$ cat config.mk
export PLATFORM = sky130hd
export DESIGN_NAME = cctimer_top
export DESIGN_NICKNAME = d
export VERILOG_FILES = /design/src/rtl/tmr_pkg.sv /design/src/rtl/tmr_trig_sync.sv /design/src/rtl/tmr_regs.sv /design/src/rtl/tmr_count.sv /design/src/rtl/cctimer_top.sv
export SDC_FILE = /design/constraint.sdc
export NUM_CORES = 1
export LEC_CHECK = 0
export CAP_MARGIN = 20
export CORE_ASPECT_RATIO = 2
export CORE_UTILIZATION = 45
export CTS_CLUSTER_DIAMETER = 200
export DETAILED_ROUTE_END_ITERATION = 12
export PLACE_DENSITY = 0.69
export RECOVER_POWER = 100
export SLEW_MARGIN = 5
export SYNTH_ARGS = -nofsm -noshare
export SYNTH_HDL_FRONTEND = slang
export SYNTH_SLANG_ARGS = --single-unit
export TNS_END_PERCENT = 1
$ cat constraint.sdc
create_clock -name clk -period 3.3 [get_ports clk]
set_input_delay 0.66 -clock clk [delete_from_list [all_inputs] [get_ports clk]]
set_output_delay 0.66 -clock clk [all_outputs]
set_load 0.01 [all_outputs]
$ cat src/rtl/tmr_pkg.sv
package tmr_pkg;
  localparam int NCMP    = 2;
  localparam int CLR_BIT = 6;

  typedef enum logic [1:0] {
    A_CTRL = 2'd0,
    A_CMP0 = 2'd1,
    A_CMP1 = 2'd2,
    A_NONE = 2'd3
  } addr_e;

  typedef struct packed {
    logic irq1_en;
    logic irq0_en;
    logic tog_m1;
    logic tog_m0;
    logic tog_cap;
    logic run;
  } ctrl_t;
endpackage

$ cat src/rtl/tmr_trig_sync.sv
module tmr_trig_sync (
  input  logic clk,
  input  logic rst_n,
  input  logic trig_in,
  output logic rise_q
);
  logic s1, s2, s2_d;

  always_ff @(posedge clk or negedge rst_n) begin
    if (!rst_n) begin
      s1     <= 1'b0;
      s2     <= 1'b0;
      s2_d   <= 1'b0;
      rise_q <= 1'b0;
    end else begin
      s1     <= trig_in;
      s2     <= s1;
      s2_d   <= s2;
      rise_q <= s2 & ~s2_d;
    end
  end

  // a detected edge can never repeat on the next cycle
  assert_rise_single_R4: assert property (@(posedge clk) disable iff (!rst_n)
    rise_q |=> !rise_q);
endmodule

$ cat src/rtl/tmr_regs.sv
module tmr_regs
  import tmr_pkg::*;
#(
  parameter int W = 16
) (
  input  logic                   clk,
  input  logic                   rst_n,
  input  logic                   wr_en,
  input  logic [1:0]             wr_addr,
  input  logic [W-1:0]           wr_data,
  output ctrl_t                  ctrl,
  output logic [NCMP-1:0][W-1:0] cmp,
  output logic                   clr_cmd
);
  localparam int CB = $bits(ctrl_t);

  always_ff @(posedge clk or negedge rst_n) begin
    if (!rst_n) begin
      ctrl <= '0;
      cmp  <= '0;
    end else if (wr_en) begin
      case (addr_e'(wr_addr))
        A_CTRL:  ctrl   <= ctrl_t'(wr_data[CB-1:0]);
        A_CMP0:  cmp[0] <= wr_data;
        A_CMP1:  cmp[1] <= wr_data;
        default: ;
      endcase
    end
  end

  assign clr_cmd = wr_en && (addr_e'(wr_addr) == A_CTRL) && wr_data[CLR_BIT];

  assert_unused_addr_R9: assert property (@(posedge clk) disable iff (!rst_n)
    (wr_en && wr_addr == 2'd3) |=> ($stable(ctrl) && $stable(cmp)));
endmodule

$ cat src/rtl/tmr_count.sv
module tmr_count
  import tmr_pkg::*;
#(
  parameter int W = 16
) (
  input  logic                   clk,
  input  logic                   rst_n,
  input  logic                   run,
  input  logic                   tick,
  input  logic                   cap_req,
  input  logic [NCMP-1:0][W-1:0] cmp,
  output logic [W-1:0]           cnt,
  output logic [W-1:0]           cap,
  output logic                   cap_evt,
  output logic [NCMP-1:0]        match
);
  logic            adv;
  logic [NCMP-1:0] hit;

  assign adv = run & tick;

  for (genvar g = 0; g < NCMP; g++) begin : g_cmp
    assign hit[g] = adv && (cnt == cmp[g]);
  end

  always_ff @(posedge clk or negedge rst_n) begin
    if (!rst_n) begin
      cnt     <= '0;
      cap     <= '0;
      cap_evt <= 1'b0;
      match   <= '0;
    end else begin
      if (adv) cnt <= cnt + 1'b1;
      if (cap_req) cap <= cnt;
      cap_evt <= cap_req;
      match   <= hit;
    end
  end

  assert_step_R2: assert property (@(posedge clk) disable iff (!rst_n)
    (run && tick) |=> (cnt == W'($past(cnt) + 1'b1)));
  assert_hold_R3: assert property (@(posedge clk) disable iff (!rst_n)
    !(run && tick) |=> $stable(cnt));
  assert_cap_hold_R4: assert property (@(posedge clk) disable iff (!rst_n)
    !cap_evt |-> $stable(cap));
  assert_match0_R5: assert property (@(posedge clk) disable iff (!rst_n)
    match[0] |-> ($past(cnt) == $past(cmp[0])));
endmodule

$ cat src/rtl/cctimer_top.sv
module cctimer_top
  import tmr_pkg::*;
#(
  parameter int CNT_W = 16
) (
  input  logic             clk,
  input  logic             rst_n,
  input  logic             tick,
  input  logic             trig_in,
  input  logic             wr_en,
  input  logic [1:0]       wr_addr,
  input  logic [CNT_W-1:0] wr_data,
  output logic             tmr_out,
  output logic             irq0,
  output logic             irq1,
  output logic             cap_evt,
  output logic [CNT_W-1:0] cap_val,
  output logic [CNT_W-1:0] cnt_val
);
  ctrl_t                      ctrl;
  logic [NCMP-1:0][CNT_W-1:0] cmp;
  logic                       clr_cmd;
  logic                       rise_q;
  logic [NCMP-1:0]            match;
  logic                       flip;
  logic                       ff_q;

  tmr_regs #(.W(CNT_W)) u_regs (
    .clk(clk), .rst_n(rst_n), .wr_en(wr_en), .wr_addr(wr_addr),
    .wr_data(wr_data), .ctrl(ctrl), .cmp(cmp), .clr_cmd(clr_cmd)
  );

  tmr_trig_sync u_sync (
    .clk(clk), .rst_n(rst_n), .trig_in(trig_in), .rise_q(rise_q)
  );

  tmr_count #(.W(CNT_W)) u_count (
    .clk(clk), .rst_n(rst_n), .run(ctrl.run), .tick(tick), .cap_req(rise_q),
    .cmp(cmp), .cnt(cnt_val), .cap(cap_val), .cap_evt(cap_evt), .match(match)
  );

  assign flip = ^{match[0] & ctrl.tog_m0, match[1] & ctrl.tog_m1,
                  cap_evt & ctrl.tog_cap};

  always_ff @(posedge clk or negedge rst_n) begin
    if (!rst_n)       ff_q <= 1'b0;
    else if (clr_cmd) ff_q <= 1'b0;
    else              ff_q <= ff_q ^ flip;
  end

  assign tmr_out = ff_q;
  assign irq0    = match[0] & ctrl.irq0_en;
  assign irq1    = match[1] & ctrl.irq1_en;

  assert_clear_R8: assert property (@(posedge clk) disable iff (!rst_n)
    clr_cmd |=> !tmr_out);
  assert_quiet_R6: assert property (@(posedge clk) disable iff (!rst_n)
    (!clr_cmd && match == '0 && !cap_evt) |=> $stable(tmr_out));
  assert_evt_pulse_R4: assert property (@(posedge clk) disable iff (!rst_n)
    cap_evt |=> !cap_evt);
endmodule

==> impl_metrics.toml, run 1 <==
[outcome]
status = "finished with violations"
violations = "capacitance limit, slew limit"

[global_route]
grtUsageTotal_pct = 19.1
grt_max_degree = 79
grt_antenna_before_repair = 0
grt_first_pass_wirelength_mm = 11.0
overflow = 0
grt_pass1_vias = 2069

[clocking]
cts_tree = "built"
clk_latency_ns = 0.33
h-tree-depth = 3
cts_resized = 0
cts_setup_buffers = 0
postCtsHoldBufs = 0
cts.sinks = 78
clk_pin_slew_worst_paths_ns = 0.06
cts_buffer_depth = 2
cts_made_buffers = 9
cts-root-buf = "clkbuf_16"

[floorplan]
core.rowCount = 44
core_um2 = 7270
ios = 59
die_area_um2 = 7850
die_h_um = 124
fp.dieW_um = 63.2
start_util_pct = 46.3

[synthesis]
syn_avg_cell_area_um2 = 13.8
ys_seq_elements = 78
netlist_area_um2 = 3370
seq_area_frac_synth_pct = 58.0
synth_cells = 244
ys_types = 24
yosysWarnings = 0
syn_nets = 268

[worst_setup_path]
required_ns = 3.51
path_class = "in2reg"
cp-end-kind = "flop"
path_cells = "dlygate4sd3_1, nand3b_1, clkbuf_1, mux2_2"
startpoint = "wr_addr[1]"
critical_path.max_fanout = 16
reg2reg_depth = 4
timing.rr.end = "u_count.cnt[15]$_DFFE_PN0P_"
cp-start-kind = "input pin"
arrival_ns = 2.54
r2r-start = "u_count.cnt[6]$_DFFE_PN0P_"
cp_slowest_stage_delay_ns = 0.79
cp_slowest_cell = "clkbuf_1"
r2r_setup_slack_ns = 1.36

[power_and_ir_drop]
cellLeakagePower_uw = 0.00204
power_density_nw_per_um2 = 645
irDropWorstVdd_mv = 0.366

[hold_path]
worstHoldStart = "u_sync.s1$_DFF_PN0_"
worstHoldEndpoint = "u_sync.s2$_DFF_PN0_"
hold_class = "reg2reg"
hold_depth = 0

[drt]
dr.pass1.iters = 3
vias = 2040
remaining_drc_errors = 0
routed_wl_mm = 6.78
wl_per_cell_um = 16.9
routed_via_density = 5.10
detail_route.iter0.violations = 89
ant_nets = 0

[finish]
fin_area_um2 = 4290
final_nets = 327
num_antenna_cells = 0
final_core_util_pct = 59.0
drive_gt1_share_pct = 24.0
area_delta_synth_final_pct = 27.5

[placed_design]
port_buffers = 58
dp.final_hpwl_mm = 4.91
place.gp.congestion = 0.852
place_area_um2 = 4020
place_ws_ns = 1.10

[timing]
fin_ws_ns = 0.973
grt_setup_unrepaired = "false"
tns_ns = 0
period_needed_ns = 2.33
setup_viol = 0
hold_viol_final = 0
max_slew_margin_pct = -26.1
hold_ws_ns = 0.360
clock_skew_ns = 0.00398
fmax_mhz = 430
min_period_over_period_pct = 70.5
worstMarginPinSlew_ns = 1.89
slew_violations = 79

[flow_run]
maxCapViolations = 1
-- report_power, final --
| part | leakage [uW] | internal [uW] | switching [uW] | total (uW) |
|---|---|---|---|---|
| registers | 0.000980 | 1120 | 163 | 1280 |
| logic | 0.000910 | 300 | 210 | 510 |
| clock network | 0.000152 | 622 | 358 | 981 |
-- cells in the final DEF (no fill, tap or decap), types with 2 or more instances in the layout --
cell type / Yosys / routed
dfrtp_1: 78 / 78
mux2_2: 55 / 55
dlygate4sd3_1: 0 / 39
xor2_1: 38 / 38
clkdlybuf4s50_1: 0 / 18
xnor2_1: 12 / 12
nand2_1: 10 / 10
clkbuf_16: 0 / 9
nor4_1: 7 / 8
nor2_1: 5 / 5
nor3_1: 4 / 4
nand4_1: 4 / 4
nand3_1: 4 / 4
clkinv_2: 0 / 3
clkbuf_1: 4 / 3
and2_1: 2 / 2
nand3b_1: 2 / 2
inv_1: 2 / 2
clkbuf_8: 0 / 2
-- cells in the mapped netlist --
cell type / count / area [um2]
xnor2_1: 12 / 105
nand4_1: 4 / 25.0
or2_2: 1 / 6.26
nor3b_2: 1 / 12.5
nand3b_1: 2 / 15.0
dfrtp_1: 78 / 1950
nor2b_1: 1 / 6.26
nand4_4: 1 / 21.3
buf_2: 8 / 40.0
ha_1: 1 / 12.5
inv_1: 2 / 7.51
mux2_2: 55 / 619
a21oi_1: 1 / 5.00
clkbuf_1: 4 / 15.0
xor2_1: 38 / 333
nor4_4: 1 / 21.3
and3_1: 1 / 6.26
nand2_1: 10 / 37.5
nor2_1: 5 / 18.8
nor3_1: 4 / 20.0
nand3_2: 1 / 10.0
nand3_1: 4 / 20.0
nor4_1: 7 / 43.8
and2_1: 2 / 12.5
-- registers in the layout, summed over array words and instances, names as in the netlist --
name and cells:
u_regs.cmp 32, u_count.cap 16, u_count.cnt 16, u_regs.ctrl 6, u_count.match 2, tmr_out 1, u_count.cap_evt 1, u_sync.rise_q 1
u_sync.s1 1, u_sync.s2 1, u_sync.s2_d 1
-- how the worst max path moves through the flow --
| stage | to | slack (ns) | cells after the start |
|---|---|---|---|
| final | u_regs.cmp[16]$_DFFE_PN0P_ | 0.97 | 4 |
| after global placement | u_regs.ctrl[2]$_DFFE_PN0P_ | 1.13 | 3 |
| after floorplan | u_regs.cmp[0]$_DFFE_PN0P_ | 1.70 | 3 |
| after CTS | cnt_val[6] | 1.03 | 1 |
| after detailed placement | u_regs.ctrl[2]$_DFFE_PN0P_ | 1.10 | 3 |
| after global routing | u_count.cnt[9]$_DFFE_PN0P_ | 0.93 | 1 |
-- layer usage --
metal	vias up	track usage, %	share of wire, %
li1	954	-	-
met1	1041	21.8	39
met2	34	32.9	55
met3	11	3.85	2.6
met4	0	9.71	2.7
met5	-	0	0
-- worst max-delay path: cells and delay by family --
family,cells,cell delay [ns]
buf+inv,2,1.36
simple gates,1,0.09
mux,1,0.42
-- final cells by class --
| type | count | area, um2 |
|---|---|---|
| clock buffer | 12 | 256 |
| clock inverter | 4 | 45.0 |
| fill | 618 | 2980 |
| inverter | 2 | 7.51 |
| multi-input combinational | 152 | 1330 |
| sequential | 78 | 1950 |
| tap | 92 | 115 |
| timing repair buffer | 60 | 583 |
-- per-stage QoR --
stage          cells  total power (uW)
2_1_floorplan    244              1570
3_3_place_gp     384              1830
3_5_place_dp     384              1850
4_1_cts          400              2840
5_1_grt          400              2900
6_report         400              2770
-- cells by family (layout without fill, tap and decap cells) --
group | count (synthesis) | count (layout) | share of synthesized area (%)
muxes | 55 | 55 | 18.4
and+or+nand+nor | 45 | 45 | 8.22
AOI/OAI and AO/OA | 1 | 1 | 0.149
xor gates and xnor gates | 50 | 50 | 13.0
DFF | 78 | 78 | 58.0
adders and majority gates | 1 | 1 | 0.372
buffers and inverters | 14 | 78 | 1.86
(Power assumes the default switching activity.)
==> run 2: changes to the inputs <==
PLACE_DENSITY = 0.72   (was 0.69)
clock period = 2 ns   (was 3.3 ns; I/O delays follow)
==> run 2 against run 1 <==
Compared with the run above: the run now ends clean; register-to-register slack got worse by 1.2 ns; largest power group unchanged; worst setup slack got worse by 0.89 ns; clock power is 59% higher; highest routed layer unchanged; utilization rose by 0.24 points; non-clock buffer count grew 8; via count increased by 2.4%; critical path type is now reg2out; critical endpoint is now cnt_val[6]; first-iteration DRC count shrank 21%; sequential power is 64% higher; wire length up 4.6%.
==> impl_metrics.toml, run 2 (same netlist as run 1, synthesis figures left out) <==
[outcome]
status = "complete, no violations"

[finish]
area_delta_synth_final_pct = 28.0
largest_register = "u_regs.cmp"
multi_input_area_um2 = 1320
instances_no_fill = 407
final_cell_mix = "78 x dfrtp_1, 55 x mux2_2, 38 x xor2_1, 35 x dlygate4sd3_1, 22 x clkdlybuf4s50_1"
drive_gt1_share_pct = 25.1
final_common_cell = "dfrtp_1"
top_regs = "u_regs.cmp: 32 flops, u_count.cap: 16 flops, u_count.cnt: 16 flops"
fill_cells = 629
final_nets = 335
largest_reg_flops = 32
final_core_util_pct = 59.3
regArea_um2 = 1950
num_antenna_cells = 0

[clocking]
cts_setup_buffers = 0
cts_tree = "built"
cts.sinks = 78
cts-root-buf = "clkbuf_16"
postCtsHoldBufs = 0
clk_pin_slew_worst_paths_ns = 0.06
cts_resized = 0
clk_latency_ns = 0.33
cts_buffer_depth = 2
h-tree-depth = 3
cts_made_buffers = 9

[worst_setup_path]
crit_cells = 1
cp_slowest_cell = "clkdlybuf4s50_1"
path_class = "reg2out"
reg2reg_depth = 4
crit_family = "buffers and inverters"
cp_slowest_stage_delay_ns = 0.62
cp-start-kind = "flop"
timing.rr.end = "u_count.cnt[13]$_DFFE_PN0P_"
arrival_ns = 1.52
critical_path.max_fanout = 8
required_ns = 1.60
r2r-start = "u_count.cnt[6]$_DFFE_PN0P_"
crit_buf_inv = 1
startpoint = "u_count.cnt[6]$_DFFE_PN0P_"
path_cells = "clkdlybuf4s50_1"
cp-endpoint = "cnt_val[6]"
r2r_setup_slack_ns = 0.19
cp-end-kind = "primary output"

[power_and_ir_drop]
power_density_nw_per_um2 = 1060
p_int_uw = 3350
seqPwrFrac_pct = 46.0
pwr-share-clk_pct = 34.2
switching_share_pct = 26.8
cellLeakagePower_uw = 0.00204
irDropWorstVdd_mv = 0.754
pwr-share-comb_pct = 19.9
switchingPower_uw = 1220
p_total_uw = 4570

[global_route]
grt_max_degree = 54
grt_pass1_vias = 2254
grt_first_pass_wirelength_mm = 11.7
grt_antenna_before_repair = 0
grtUsageTotal_pct = 20.4
overflow = 0

[timing]
clock_skew_ns = 0.00308
setup_viol = 0
min_period_over_period_pct = 95.9
max_slew_margin_pct = 14.1
fmax_mhz = 521
grt_setup_unrepaired = "false"
tns_ns = 0
worstMarginPinSlew_ns = 1.29
period_needed_ns = 1.92
slew_violations = 0
hold_viol_final = 0

[drt]
vias = 2089
detail_route.iter0.violations = 70
remaining_drc_errors = 0
routed_via_density = 5.13
routed_wl_mm = 7.09
wl_per_cell_um = 17.4
dr.pass1.iters = 4
ant_nets = 0

[flow_run]
maxCapViolations = 0

[hold_path]
hold_class = "in2async"

[floorplan]
core_um2 = 7270
start_util_pct = 46.3
die_h_um = 124
ios = 59
core.rowCount = 44
fp.dieW_um = 63.2
die_area_um2 = 7850

[placed_design]
dp_cells = 392
dp.final_hpwl_mm = 5.21
place.gp.congestion = 0.801
port_buffers = 58
==> run 2: cell types whose count changed in the layout (fill, tap and decap cells not counted), sizes merged <==
cell           previous run  this run
dlygate4sd3              39        35
clkinv                    3         4
buf                       0         2
clkbuf                   15        19
clkdlybuf4s50            18        22
==> run 2: layout make-up <==
type	instances	area share, %
Timing Repair Buffer	68	14.6
Clock inverter	5	1.16
Tap cell	92	2.67
Multi-Input combinational cell	152	30.6
Sequential cell	78	45.3
Inverter	2	0.174
Clock buffer	10	5.55
==> run 2: per-layer routing <==
layer  vias to the layer above  share of wire [%]  global-route usage (%)  wire length, um
met1                      1071                 38                    22.6             2680
met4                         0                3.4                    12.6              238
met2                        46                 56                    34.7             3940
li1                        961                  -                       -                -
met3                        11                3.2                    4.21              226
met5                         -                  0                       0                0
==> run 2: worst min path at each step <==
stage	start	to	slack, ns	cells past startpoint
finish	rst_n	u_count.cap_evt$_DFF_PN0_	0.33	1
global placement	u_sync.s1$_DFF_PN0_	u_sync.s2$_DFF_PN0_	0.34	0
CTS	rst_n	u_count.cap_evt$_DFF_PN0_	0.12	1
detailed placement	u_sync.s1$_DFF_PN0_	u_sync.s2$_DFF_PN0_	0.35	0
floorplan	rst_n	tmr_out$_DFF_PN0_	0.10	0
global route	u_sync.s1$_DFF_PN0_	u_sync.s2$_DFF_PN0_	0.37	0
==> run 2: through the flow <==
stage	hold WS (ns)	cell area [um2]	setup slack, ns
floorplan	0.104	3370	0.506
global placement	0.336	4120	0.138
detailed placement	0.346	4120	0.0741
CTS	0.123	4410	0.00763
global route	0.375	4310	0.0258
finish	0.333	4310	0.0812
==> run 2: power groups by stage <==
stage / Clock, uW / Sequential (uW) / Combinational (uW)
after floorplan: 0 / 2090 / 511
after global placement: 0 / 2120 / 955
after detailed placement: 0 / 2140 / 969
after CTS: 1610 / 2110 / 979
after global routing: 1670 / 2140 / 996
final: 1560 / 2100 / 907
==> run 3: changes to the inputs <==
REMOVE_ABC_BUFFERS = 1   (was not set)
SLEW_MARGIN = 15   (was 5)
==> run 3 against run 2 <==
Compared with the run above: worst hold slack improved by 0.016 ns; wire length shrank 3.0%; via count decreased by 2.2%; sequential share of layout area shrank 0.25 points; power up 0.57%; die area is the same; largest cell class unchanged; global-route usage down 0.42 points; critical path type unchanged; first-iteration DRC count decreased by 17%; final cell count unchanged.
==> impl_metrics.toml, run 3 (same netlist as run 1, synthesis figures left out) <==
[global_route]
grt_pass1_vias = 2244
grt_first_pass_wirelength_mm = 11.7
grtUsageTotal_pct = 19.9
grt_max_degree = 51
grt_antenna_before_repair = 1
overflow = 0

[power_and_ir_drop]
irDropWorstVdd_mv = 0.566
switching_share_pct = 27.1
seqPwrFrac_pct = 45.7
switchingPower_uw = 1250
pwr-share-comb_pct = 19.2
cellLeakagePower_uw = 0.00205
p_int_uw = 3350
power_density_nw_per_um2 = 1060
pwr-share-clk_pct = 35.1

[worst_setup_path]
cp-start-kind = "flop"
required_ns = 1.60
path_cells = "dlygate4sd3_1"
crit_buf_inv = 1
cp-end-kind = "primary output"
arrival_ns = 1.52
critical_path.max_fanout = 7
cp_slowest_stage_delay_ns = 0.66
path_class = "reg2out"
cp_slowest_cell = "dlygate4sd3_1"
crit_family = "buffers and inverters"

[timing]
grt_setup_unrepaired = "false"
clock_skew_ns = 0.0103
slew_violations = 0
worstMarginPinSlew_ns = 1.04
setup_viol = 0
fmax_mhz = 520
min_period_over_period_pct = 96.2
tns_ns = 0
max_slew_margin_pct = 30.4
hold_viol_final = 0
hold_ws_ns = 0.349
period_needed_ns = 1.92

[clocking]
h-tree-depth = 3
cts_resized = 0
cts.sinks = 78
cts-root-buf = "clkbuf_16"
cts_tree = "built"
postCtsHoldBufs = 1
cts_setup_buffers = 0
clk_pin_slew_worst_paths_ns = 0.06
clk_latency_ns = 0.33
cts_buffer_depth = 2
cts_made_buffers = 9

[finish]
fill_cells = 630
multi_input_area_um2 = 1330
area_delta_synth_final_pct = 28.7
final_cell_mix = "78 x dfrtp_1, 55 x mux2_2, 38 x xor2_1, 37 x dlygate4sd3_1, 21 x clkdlybuf4s50_1"
largest_register = "u_regs.cmp"
instances_no_fill = 407
largest_reg_flops = 32
final_nets = 333
final_common_cell = "dfrtp_1"
regArea_um2 = 1950
top_regs = "u_regs.cmp: 32 flops, u_count.cap: 16 flops, u_count.cnt: 16 flops"
drive_gt1_share_pct = 24.8

[floorplan]
core.rowCount = 44
die_h_um = 124
die_area_um2 = 7850
start_util_pct = 46.3
ios = 59
core_um2 = 7270
fp.dieW_um = 63.2

[drt]
dr.pass1.iters = 4
remaining_drc_errors = 0
routed_wl_mm = 6.88
wl_per_cell_um = 16.9
ant_nets = 0
detail_route.iter0.violations = 58
routed_via_density = 5.02
vias = 2043

[hold_path]
hold_class = "reg2reg"

[placed_design]
dp_cells = 389
place.gp.congestion = 0.792
dp.final_hpwl_mm = 5.13
port_buffers = 58

[outcome]
status = "complete, no violations"

[flow_run]
maxCapViolations = 0
-- run 3: changes by cell type in the layout (fill, tap and decap cells not counted), sizes merged --
cell / previous run / this run
clkinv: 4 / 2
dlygate4sd3: 35 / 37
clkdlybuf4s50: 22 / 21
clkbuf: 19 / 17
clkinvlp: 0 / 2
diode: 0 / 1
-- run 3: routing by layer --
metal / up-vias / share of wire, % / global-route usage [%]
met5: - / 0 / 0
met4: 0 / 3.3 / 10.7
met3: 13 / 2.6 / 3.39
met2: 36 / 57 / 35.0
met1: 1031 / 37 / 22.3
li1: 963 / - / -
-- run 3: worst register-to-register path, stage by stage, from the launching register on --
cell,delay (ns)
dfrtp_1,0.53
clkbuf_1,0.21
nand4_1,0.31
nor4_4,0.42
nand3_1,0.15
xnor2_1,0.15
-- run 3: layout make-up --
| cell class | count | share of cell area, % |
|---|---|---|
| well taps | 92 | 2.66 |
| clock inverters | 5 | 1.36 |
| clock buffers | 11 | 5.60 |
| multi-input cells | 152 | 30.7 |
| flip-flops and latches | 78 | 45.1 |
| inverters | 2 | 0.173 |
| diodes | 1 | 0.0578 |
| repair buffers | 66 | 14.4 |
-- run 3: through the flow --
stage	power (uW)	util (%)	area [um2]	worst slack, ns
2_1_floorplan	2580	-	3310	0.504
3_3_place_gp	3050	56.3	4090	0.166
3_5_place_dp	3080	56.3	4090	0.141
4_1_cts	4710	60.6	4410	0.0659
5_1_grt	4830	59.6	4330	0.0100
6_report	4600	59.6	4330	0.0759
-- run 3: worst paths after layout --
check	start	endpoint	slack, ns	cells after the start
max	u_count.cnt[9]$_DFFE_PN0P_	cnt_val[9]	0.08	1
min	u_sync.s1$_DFF_PN0_	u_sync.s2$_DFF_PN0_	0.35	0
max reg2reg	u_count.cnt[6]$_DFFE_PN0P_	u_count.cnt[13]$_DFFE_PN0P_	0.12	5
min reg2reg	u_sync.s1$_DFF_PN0_	u_sync.s2$_DFF_PN0_	0.35	0
max in group asynchronous	rst_n	u_count.cap[2]$_DFFE_PN0P_	0.28	3
min in group asynchronous	rst_n	u_count.cnt[12]$_DFFE_PN0P_	0.65	2
-- run 3: power by group through the flow --
stage	registers, uW	logic (uW)	clock network [uW]
6_report	2100	883	1610
5_1_grt	2150	966	1710
4_1_cts	2110	947	1640
3_5_place_dp	2140	941	0
3_3_place_gp	2130	927	0
2_1_floorplan	2130	445	0
